**src/rtl/baud_search_pkg.sv**
```systemverilog
package baud_search_pkg;
  typedef enum logic [1:0] {ST_IDLE, ST_LOAD, ST_DIV} state_e;
  typedef enum logic [1:0] {STEP_BASE, STEP_P1, STEP_P2, STEP_OVS} step_e;

  localparam int unsigned WORD_W   = 32;
  localparam int unsigned SRC_BIT  = 19;
  localparam int unsigned P1_LSB   = 15;
  localparam int unsigned P2_LSB   = 12;
  localparam int unsigned SEL_LSB  = 10;
endpackage

```
**src/rtl/baud_div_iter.sv**
```systemverilog
module baud_div_iter #(
  parameter int unsigned W = 44
) (
  input  logic         clk_i,
  input  logic         rst_ni,
  input  logic         start_i,
  input  logic [W-1:0] dividend_i,
  input  logic [W-1:0] divisor_i,
  output logic         valid_o,
  output logic [W-1:0] quot_o
);
  localparam int unsigned CNT_W = $clog2(W + 1);

  logic [W-1:0]     rem_q, quot_q, dsr_q;
  logic [CNT_W-1:0] cnt_q;
  logic             valid_q;
  logic [W:0]       shifted, diff;

  assign shifted = {rem_q, quot_q[W-1]};
  assign diff    = shifted - {1'b0, dsr_q};

  always_ff @(posedge clk_i or negedge rst_ni) begin
    if (!rst_ni) begin
      rem_q   <= '0;
      quot_q  <= '0;
      dsr_q   <= '0;
      cnt_q   <= '0;
      valid_q <= 1'b0;
    end else begin
      valid_q <= 1'b0;
      if (start_i) begin
        rem_q  <= '0;
        quot_q <= dividend_i;
        dsr_q  <= divisor_i;
        cnt_q  <= CNT_W'(W);
      end else if (cnt_q != '0) begin
        // restoring step: keep trial difference when non-negative
        if (!diff[W]) begin
          rem_q  <= diff[W-1:0];
          quot_q <= {quot_q[W-2:0], 1'b1};
        end else begin
          rem_q  <= shifted[W-1:0];
          quot_q <= {quot_q[W-2:0], 1'b0};
        end
        cnt_q   <= cnt_q - 1'b1;
        valid_q <= (cnt_q == CNT_W'(1));
      end
    end
  end

  assign valid_o = valid_q;
  assign quot_o  = quot_q;
endmodule

```
**src/rtl/baud_word_pack.sv**
```systemverilog
module baud_word_pack
  import baud_search_pkg::*;
#(
  parameter int unsigned DIV_W      = 10,
  parameter int unsigned PRE_W      = 3,
  parameter int unsigned SEL_W      = 2,
  parameter int unsigned OVS_FIELDS = 4,
  parameter int unsigned OVS_RATIO  = 63
) (
  input  logic [DIV_W-1:0]  div_i,
  input  logic [PRE_W-1:0]  p1_i,
  input  logic [PRE_W-1:0]  p2_i,
  input  logic [SEL_W-1:0]  sel_i,
  input  logic              ovs_en_i,
  output logic [WORD_W-1:0] baud_word_o,
  output logic [WORD_W-1:0] ovs_word_o
);
  localparam int unsigned FIELD_W = WORD_W / OVS_FIELDS;

  always_comb begin
    baud_word_o                      = '0;
    baud_word_o[DIV_W-1:0]           = div_i;
    baud_word_o[SEL_LSB +: SEL_W]    = sel_i;
    baud_word_o[P2_LSB +: PRE_W]     = p2_i;
    baud_word_o[P1_LSB +: PRE_W]     = p1_i;
    baud_word_o[SRC_BIT]             = 1'b1;
  end

  for (genvar f = 0; f < OVS_FIELDS; f++) begin : g_ovs
    assign ovs_word_o[f*FIELD_W +: FIELD_W] = ovs_en_i ? FIELD_W'(OVS_RATIO) : '0;
  end
endmodule

```
**src/rtl/baud_search.sv**
```systemverilog
module baud_search
  import baud_search_pkg::*;
#(
  parameter int unsigned RATE_W     = 32,
  parameter int unsigned SEL_W      = 2,
  parameter int unsigned DIV_W      = 10,
  parameter int unsigned PRE_W      = 3,
  parameter int unsigned PRE_MAX    = 6,
  parameter int unsigned BASE_RATIO = 16,
  parameter int unsigned HIGH_RATIO = 63
) (
  input  logic              clk_i,
  input  logic              rst_ni,
  input  logic              start_i,
  input  logic [RATE_W-1:0] src_rate_i,
  input  logic [SEL_W-1:0]  clk_sel_i,
  input  logic [RATE_W-1:0] baud_i,
  output logic              busy_o,
  output logic              done_o,
  output logic              err_o,
  output logic [WORD_W-1:0] baud_word_o,
  output logic [WORD_W-1:0] ovs_word_o
);
  localparam int unsigned CALC_W  = RATE_W + $clog2(HIGH_RATIO * PRE_MAX * PRE_MAX);
  localparam int unsigned DIV_MAX = (1 << DIV_W) - 1;

  state_e            st_q;
  step_e             step_q, step_nx;
  logic [RATE_W-1:0] rate_q, baud_q;
  logic [SEL_W-1:0]  sel_q;
  logic              done_q, err_q;
  logic [WORD_W-1:0] bw_q, ow_q;

  logic [CALC_W-1:0] ratio_w, p1_w, p2_w, denom, dividend, quot;
  logic              div_valid, fits, finish;
  logic [DIV_W-1:0]  div_fix;

  always_comb begin
    ratio_w  = (step_q == STEP_OVS) ? CALC_W'(HIGH_RATIO) : CALC_W'(BASE_RATIO);
    p1_w     = (step_q != STEP_BASE) ? CALC_W'(PRE_MAX) : CALC_W'(1);
    p2_w     = (step_q == STEP_P2 || step_q == STEP_OVS) ? CALC_W'(PRE_MAX) : CALC_W'(1);
    denom    = CALC_W'(baud_q) * ratio_w * p1_w * p2_w;
    dividend = CALC_W'(rate_q) + (denom >> 1);
  end

  baud_div_iter #(.W(CALC_W)) i_div (
    .clk_i      (clk_i),
    .rst_ni     (rst_ni),
    .start_i    (st_q == ST_LOAD),
    .dividend_i (dividend),
    .divisor_i  (denom),
    .valid_o    (div_valid),
    .quot_o     (quot)
  );

  always_comb begin
    fits   = (quot <= CALC_W'(DIV_MAX));
    finish = fits || (step_q == STEP_OVS);
    if (quot == '0)  div_fix = DIV_W'(1);
    else if (!fits)  div_fix = DIV_W'(DIV_MAX);
    else             div_fix = quot[DIV_W-1:0];
    unique case (step_q)
      STEP_BASE: step_nx = STEP_P1;
      STEP_P1:   step_nx = STEP_P2;
      default:   step_nx = STEP_OVS;
    endcase
  end

  // packer inputs: error word while idle, search result otherwise
  logic              idle_w;
  logic [DIV_W-1:0]  pk_div;
  logic [PRE_W-1:0]  pk_p1, pk_p2;
  logic [SEL_W-1:0]  pk_sel;
  logic              pk_ovs;
  logic [WORD_W-1:0] pk_bw, pk_ow;

  assign idle_w = (st_q == ST_IDLE);
  assign pk_div = idle_w ? DIV_W'(DIV_MAX) : div_fix;
  assign pk_p1  = (idle_w || step_q != STEP_BASE) ? PRE_W'(PRE_MAX) : PRE_W'(1);
  assign pk_p2  = (idle_w || step_q == STEP_P2 || step_q == STEP_OVS) ? PRE_W'(PRE_MAX) : PRE_W'(1);
  assign pk_sel = idle_w ? clk_sel_i : sel_q;
  assign pk_ovs = idle_w || (step_q == STEP_OVS);

  baud_word_pack #(
    .DIV_W     (DIV_W),
    .PRE_W     (PRE_W),
    .SEL_W     (SEL_W),
    .OVS_FIELDS(4),
    .OVS_RATIO (HIGH_RATIO)
  ) i_pack (
    .div_i      (pk_div),
    .p1_i       (pk_p1),
    .p2_i       (pk_p2),
    .sel_i      (pk_sel),
    .ovs_en_i   (pk_ovs),
    .baud_word_o(pk_bw),
    .ovs_word_o (pk_ow)
  );

  always_ff @(posedge clk_i or negedge rst_ni) begin
    if (!rst_ni) begin
      st_q   <= ST_IDLE;
      step_q <= STEP_BASE;
      rate_q <= '0;
      baud_q <= '0;
      sel_q  <= '0;
      done_q <= 1'b0;
      err_q  <= 1'b0;
      bw_q   <= '0;
      ow_q   <= '0;
    end else begin
      done_q <= 1'b0;
      unique case (st_q)
        ST_IDLE: if (start_i) begin
          if (baud_i == '0) begin
            err_q  <= 1'b1;
            done_q <= 1'b1;
            bw_q   <= pk_bw;
            ow_q   <= pk_ow;
          end else begin
            rate_q <= src_rate_i;
            baud_q <= baud_i;
            sel_q  <= clk_sel_i;
            step_q <= STEP_BASE;
            st_q   <= ST_LOAD;
          end
        end
        ST_LOAD: st_q <= ST_DIV;
        default: if (div_valid) begin
          if (finish) begin
            err_q  <= 1'b0;
            done_q <= 1'b1;
            bw_q   <= pk_bw;
            ow_q   <= pk_ow;
            st_q   <= ST_IDLE;
          end else begin
            step_q <= step_nx;
            st_q   <= ST_LOAD;
          end
        end
      endcase
    end
  end

  assign busy_o      = !idle_w;
  assign done_o      = done_q;
  assign err_o       = err_q;
  assign baud_word_o = bw_q;
  assign ovs_word_o  = ow_q;
endmodule

```
**config.mk**
```make
export PLATFORM = sky130hd
export DESIGN_NAME = baud_search
export DESIGN_NICKNAME = d
export VERILOG_FILES = /design/src/rtl/baud_search_pkg.sv /design/src/rtl/baud_div_iter.sv /design/src/rtl/baud_word_pack.sv /design/src/rtl/baud_search.sv
export SDC_FILE = /design/constraint.sdc
export NUM_CORES = 1
export LEC_CHECK = 0
export ABC_AREA = 1
export BUFFER_PORTS_ARGS = -buffer_cell sky130_fd_sc_hd__buf_2
export CAP_MARGIN = 20
export CELL_PAD_IN_SITES_DETAIL_PLACEMENT = 0
export CELL_PAD_IN_SITES_GLOBAL_PLACEMENT = 1
export CORE_MARGIN = 3
export CORE_UTILIZATION = 40
export CTS_CLUSTER_SIZE = 12
export DETAILED_ROUTE_END_ITERATION = 7
export PLACE_DENSITY = 0.71
export RECOVER_POWER = 100
export SETUP_SLACK_MARGIN = 0.3
export SYNTH_ARGS = -nofsm -noshare
export SYNTH_HDL_FRONTEND = slang
export SYNTH_SLANG_ARGS = --single-unit
export TNS_END_PERCENT = 20
```
**constraint.sdc**
```tcl
create_clock -name clk_i -period 10.4 [get_ports clk_i]
set_input_delay 2.08 -clock clk_i [delete_from_list [all_inputs] [get_ports clk_i]]
set_output_delay 2.08 -clock clk_i [all_outputs]
set_load 0.1 [all_outputs]
```
==> results.txt, run 1 <==
Status: finished, violations left
Violated checks: max-capacitance violations, max-slew violations
Largest net degree at the start of global routing: 138
M3 GR Usage: 2.53%
Cell area after synthesis: 28,000 µm²
Die X: 270 µm
Fillers: 7,182
Slowest stage delay, CP: 0.57 ns
Worst setup SP type: flop
Top cells by count, synth: nand2_1 (888), inv_1 (723), nor2_1 (403)
Most frequent cell after synthesis: nand2_1
First-pass GRT wire length: 140 mm
Synth Area in Compound Gates: 13.5%
Minimum clock period: 9.79 ns
Grt ovf: 0
Library cells used by synthesis: 58
MaxCap Viol Count: 8
Core ar.: 68,900 µm²
Seq pwr share: 16.9%
Initial antenna violation count: 0
Clock sink count: 229
Final ANT Viol Nets: 0
Area grow syn2layout: 21.1%
Mux cell area share after synthesis: 1.37%
Vias: 26,000
WHS: 0.469 ns
Synth Area in Adders: 22.8%
Die Area: 73,100 µm²
Clock latency on the worst-skew pair: 0.59 ns
F_max: 102 MHz
DR pass1 iterations: 6
Max Slew Vio Count: 523
Met2 usage: 36.8%
CTS tree: done
Sw frac: 50.7%
Clk pin slew, worst setup/hold paths: 0.06 ns
P_int: 0.00346 W
Final Power: 0.00701 W
CP Class: flop to flop
DRC: 0
Multi-input gate area: 21,300 µm²
Htree depth: 1
RD Place Congestion: 0.933
Wirelength per Cell: 16.8 µm
Slowest CP cell: fa_1
Final Hold Viols: 0
Layout Skew: 0.0177 ns
Cell type with the largest total area after synthesis: dfrtp_1
Max clock buf depth: 3
Cell count after synthesis: 3,978
Synth warnings: 0
Vias in the first global route: 25,700
NumNets Final: 4,676
Ant diodes: 0
Psw: 0.00355 W
Final Cycle Share: 94.1%
Storage cell area: 5730 µm²
Hold crit path type: flop to flop
Register bit count reported by yosys: 229
Average size of a mapped cell: 7.03 µm²
Row count: 96
Avg Vias per Cell: 5.04
DR iter-0 viols: 1,724
Layer with the highest usage: met2
PD cells: 207 nW/µm²
Post-synth EDFFs: 0
Starting Density: 40.5%
Slew HR: -238%
Worst-Margin Slew: 5.07 ns
Clock share of power: 15.2%
Die height: 270 µm
Ys async rst share: 100%
Register area share after synthesis: 20.5%
Critical path required time: 10.83 ns
GRT Total Usage: 23.4%
Largest family of logic cells by synthesized area: simple AND/OR/NAND/NOR gates
Num CTS Buffers: 30
# setup viols final: 0
Worst IR Drop VDD: 0.149 mV
Detailed placer's ending HPWL: 70.4 mm
Simple-gate share of the synthesized area: 25.0%
Share of the synthesized area in the top cell type: 20.5%
Top cells by area, synth: dfrtp_1 (20%), fa_1 (13%), nand2_1 (12%)
Num ports: 136
CP Capture Type: flop
I/O Buffers: 114
Most used flip-flop cell after synthesis: dfrtp_1
Grt met1 use: 35.0%
CP Max Fanout: 5
RSZ-0062 raised after global routing: false
XOR/XNOR share of the synthesized area: 4.45%
CP most frequent cell: nand2_1
Root Buffer: clkbuf_16
Static Leakage: 17.1 nW
Layout cells sized above 1: 19.6%
Gate power share: 67.9%
Post-Route WL: 86.5 mm
CP arrival: 10.22 ns
[path summary, 6_finish.rpt]
path,start,endpoint,slack [ns],depth (start not counted)
min,baud_word_o[15],baud_word_o[15],0.47,2
min reg2reg,baud_word_o[15],baud_word_o[15],0.47,2
max,step_q[1],i_div.quot_o[27],0.61,50
max reg2reg,step_q[1],i_div.quot_o[27],0.61,50
min in group asynchronous,rst_ni,baud_word_o[19],3.33,1
max in group asynchronous,rst_ni,i_div.rem_q[22],1.71,2
[cell type report]
type | instances | area share, %
Multi-Input combinational cell | 2920 | 62.9
Clock inverter | 12 | 0.540
Sequential cell | 229 | 16.9
Timing Repair Buffer | 292 | 5.63
Tap cell | 931 | 3.44
Inverter | 735 | 8.16
Clock buffer | 37 | 2.38
[flip-flops by register name, indices dropped and copies added (netlist names), 6 cells and up]
signal / flops
i_div.cnt_q: 6
i_div.rem_q: 44
baud_q: 32
rate_q: 32
i_div.quot_o: 44
baud_word_o: 17
i_div.dsr_q: 44
[power groups by stage]
stage	sequential, W	combinational, W	clock (W)
6_report	0.00118	0.00476	0.00107
5_1_grt	0.00120	0.00531	0.00113
4_1_cts	0.00118	0.00414	0.00109
3_5_place_dp	0.00119	0.00404	0
3_3_place_gp	0.00119	0.00405	0
2_1_floorplan	0.00116	0.00294	0
[stage by stage]
| stage | setup TNS [ns] | instances | area (µm²) | util, % | setup WS (ns) |
|---|---|---|---|---|---|
| 2_1_floorplan | 0 | 4002 | 28000 | - | 0.765 |
| 3_3_place_gp | -0.531 | 5045 | 30000 | 43.5 | -0.152 |
| 3_5_place_dp | -0.376 | 5045 | 30000 | 43.5 | -0.110 |
| 4_1_cts | 0 | 5096 | 31300 | 45.4 | 0.281 |
| 5_1_grt | 0 | 5156 | 33900 | 49.1 | 0.0989 |
| 6_report | 0 | 5156 | 33900 | 49.1 | 0.611 |
[cell families after synthesis]
logic type,count (synthesis)
and+or+nand+nor,1652
buffers and inverters,853
AOI/OAI and AO/OA,668
adders and majority gates,399
DFF,229
xor gates and xnor gates,142
muxes,34
other,1
[timing repair]
action	4_1_cts	5_1_grt
cloned	0	2
endpoints found under the setup margin	18	40
gates resized for setup	64	489
buffers inserted	2	57
pin swaps	5	132
hold buffers	0	0
[worst max-delay path: cells and delay by family, from the launching register on]
family / cells / cell delay [ns]
buffers and inverters: 11 / 1.47
DFF: 1 / 0.41
xor gates and xnor gates: 3 / 0.48
and+or+nand+nor: 14 / 1.40
adders and majority gates: 9 / 3.75
AOI/OAI and AO/OA: 13 / 2.12
[cell usage in the layout, fill, tap and decap left out, drive strengths merged, types with 4 or more instances in the layout]
| cell type | instances |
|---|---|
| xnor2 | 71 |
| inv | 733 |
| o21bai | 22 |
| mux2 | 34 |
| a21oi | 245 |
| o211ai | 6 |
| bufinv | 4 |
| o31ai | 4 |
| and3 | 12 |
| nand2 | 925 |
| nand3b | 10 |
| o22ai | 4 |
| a31oi | 44 |
| o21ai | 257 |
| clkinv | 7 |
| a21boi | 5 |
| or2 | 11 |
| xor2 | 71 |
| buf | 233 |
| nor3 | 27 |
| nor4 | 26 |
| o21a | 12 |
| nor2 | 434 |
| conb | 25 |
| ha | 214 |
| a21o | 30 |
| fa | 185 |
| nand4 | 39 |
| o221ai | 28 |
| clkbuf | 96 |
| nand3 | 167 |
| dfrtp | 229 |
[layer usage]
layer / vias up / part of all wire, %
met5: - / 0
met4: 0 / 1.6
met3: 77 / 4.8
met2: 518 / 44
met1: 12300 / 49
li1: 13100 / -
Note: power is estimated with default switching activity, not from simulation.
==> inputs of run 2 (changes only) <==
MAX_ROUTING_LAYER = met4   (was default)
PLACE_DENSITY = 0.68   (was 0.71)
clock period = 9.62 ns   (was 10.4 ns; I/O delays follow)
==> run 2 against run 1 <==
The run still ends with max-capacitance violations, max-slew violations left. Utilization is 8.1 points higher. Clock power is 16% higher. Sequential power is 8% higher. Die area stayed put. Combinational power is 32% higher. Hold slack better by 0.0037 ns. Register-to-register slack worse by 0.56 ns. Sequential share of layout area is 2.4 points lower. Clock skew is 0.017 ns higher. Clock-buffer cell count is 4 higher. Routed wire length is 9.3% higher. Critical path depth is 7 higher. Critical endpoint is now i_div.quot_o[38]. Largest power group unchanged.
==> results.txt, run 2 (same netlist as run 1, synthesis figures left out) <==
Status: finished, violations left
Violated checks: max-capacitance violations, max-slew violations
Hold crit path type: flop to flop
DR iter-0 viols: 1,458
Seq pwr share: 14.5%
Root Buffer: clkbuf_16
Row count: 96
Top delay family on crit path: adder cells
Clock share of power: 14.0%
Largest net degree at the start of global routing: 151
Worst-Margin Slew: 4.33 ns
Critical path required time: 10.11 ns
Setup TNS: 0 ns
Htree depth: 1
Fillers: 6,832
Vias in the first global route: 28,700
Avg Vias per Cell: 4.90
Final ANT Viol Nets: 0
CP most frequent cell: buf_4
GRT Total Usage: 26.6%
F_max: 104 MHz
Psw: 0.00419 W
Worst setup SP type: flop
Post-Route WL: 94.5 mm
Most frequent cells in the layout: nand2_1 (776), buf_4 (729), inv_1 (679)
Grt ovf: 0
MaxCap Viol Count: 3
Static Leakage: 20.4 nW
Max Slew Vio Count: 283
Num ports: 136
Cts hold-fix bufs: 0
Starting Density: 40.5%
Core ar.: 68,900 µm²
Max clock buf depth: 3
Clock latency on the worst-skew pair: 0.62 ns
Detailed placer's ending HPWL: 76.8 mm
Final Hold Viols: 0
Vias: 28,100
Die Area: 73,100 µm²
RD Place Congestion: 0.936
Slowest stage delay, CP: 0.56 ns
Sw frac: 47.6%
CP arrival: 10.06 ns
RSZ-0062 raised after global routing: true
Slowest CP cell: fa_1
DR pass1 iterations: 5
Slew HR: -189%
Layout Skew: 0.0343 ns
# setup viols final: 0
Final Cycle Share: 99.5%
Die X: 270 µm
Gate power share: 71.5%
Buf/Inv on CP: 18
NumNets Final: 5,259
PD cells: 223 nW/µm²
Clock sink count: 229
Layout cells sized above 1: 33.6%
Utilization after layout: 57.2%
I/O Buffers: 114
Area grow syn2layout: 41.1%
Minimum clock period: 9.57 ns
Clk pin slew, worst setup/hold paths: 0.06 ns
P_int: 0.00462 W
Wirelength per Cell: 16.5 µm
Initial antenna violation count: 1
First-pass GRT wire length: 154 mm
DRC: 0
Die height: 270 µm
Num CTS Buffers: 30
CP Max Fanout: 6
Worst IR Drop VDD: 0.192 mV
CTS tree: done
CP Capture Type: flop
Commonest non-fill, non-tap cell in the layout: nand2_1
CP Class: flop to flop
run 2: cell count changes in the layout (fill, tap and decap cells not counted), sizes merged:
cell and change:
buf +634, clkbuf -47, bufinv +1, clkinvlp -1
diode +1, inv +1
run 2: routing by layer:
layer | share of wire (%) | vias to the layer above | wire length (µm) | track usage, %
li1 | - | 14200 | - | -
met1 | 47 | 13500 | 44200 | 35.6
met2 | 48 | 385 | 45200 | 44.6
met3 | 3.2 | 99 | 3040 | 1.89
met4 | 2.2 | 0 | 2080 | 5.12
met5 | 0 | - | 0 | -
run 2: power groups by stage:
stage / registers [W] / clock network, W / logic, W
after global placement: 0.00128 / 0 / 0.00531
after global routing: 0.00130 / 0.00131 / 0.00692
after CTS: 0.00128 / 0.00126 / 0.00580
final: 0.00128 / 0.00124 / 0.00629
after detailed placement: 0.00129 / 0 / 0.00531
after floorplan: 0.00125 / 0 / 0.00319
run 2: worst paths after layout:
| check | from | end | slack (ns) | cells past startpoint |
|---|---|---|---|---|
| setup / recovery | step_q[0] | i_div.quot_o[38] | 0.05 | 57 |
| hold / removal | baud_word_o[19] | baud_word_o[19] | 0.47 | 1 |
| setup reg to reg | step_q[0] | i_div.quot_o[38] | 0.05 | 57 |
| hold reg to reg | baud_word_o[19] | baud_word_o[19] | 0.47 | 1 |
| max in group asynchronous | rst_ni | i_div.rem_q[37] | 1.34 | 2 |
| min in group asynchronous | rst_ni | baud_word_o[19] | 2.81 | 1 |
run 2: metrics by stage:
stage | area, µm² | cells | setup slack [ns] | hold slack [ns] | power (W)
global route | 39500 | 5745 | -0.472 | 0.492 | 0.00953
global placement | 34100 | 5577 | -1.04 | 0.452 | 0.00659
CTS | 37500 | 5703 | 0.0222 | 0.473 | 0.00834
detailed placement | 34100 | 5578 | -1.01 | 0.450 | 0.00659
floorplan | 28100 | 4002 | 0.303 | 0.461 | 0.00445
finish | 39500 | 5745 | 0.0505 | 0.473 | 0.00880
run 2: what timing repair did:
action / 4_1_cts / 5_1_grt
pin swaps: 125 / 222
setup endpoints to repair: 42 / 44
cloned: 1 / 0
resized for setup: 376 / 364
buffers inserted: 70 / 41
run 2: layout make-up:
type                            count  area (µm²)  area share (%)
Multi-Input combinational cell   2920       22300            56.5
Timing Repair Buffer              875        6430            16.3
Sequential cell                   229        5730            14.5
Inverter                          735        2760            7.00
Tap cell                          931        1160            2.95
Clock buffer                       41         852            2.16
Clock inverter                     13         231           0.587
Antenna cell                        1        2.50         0.00634
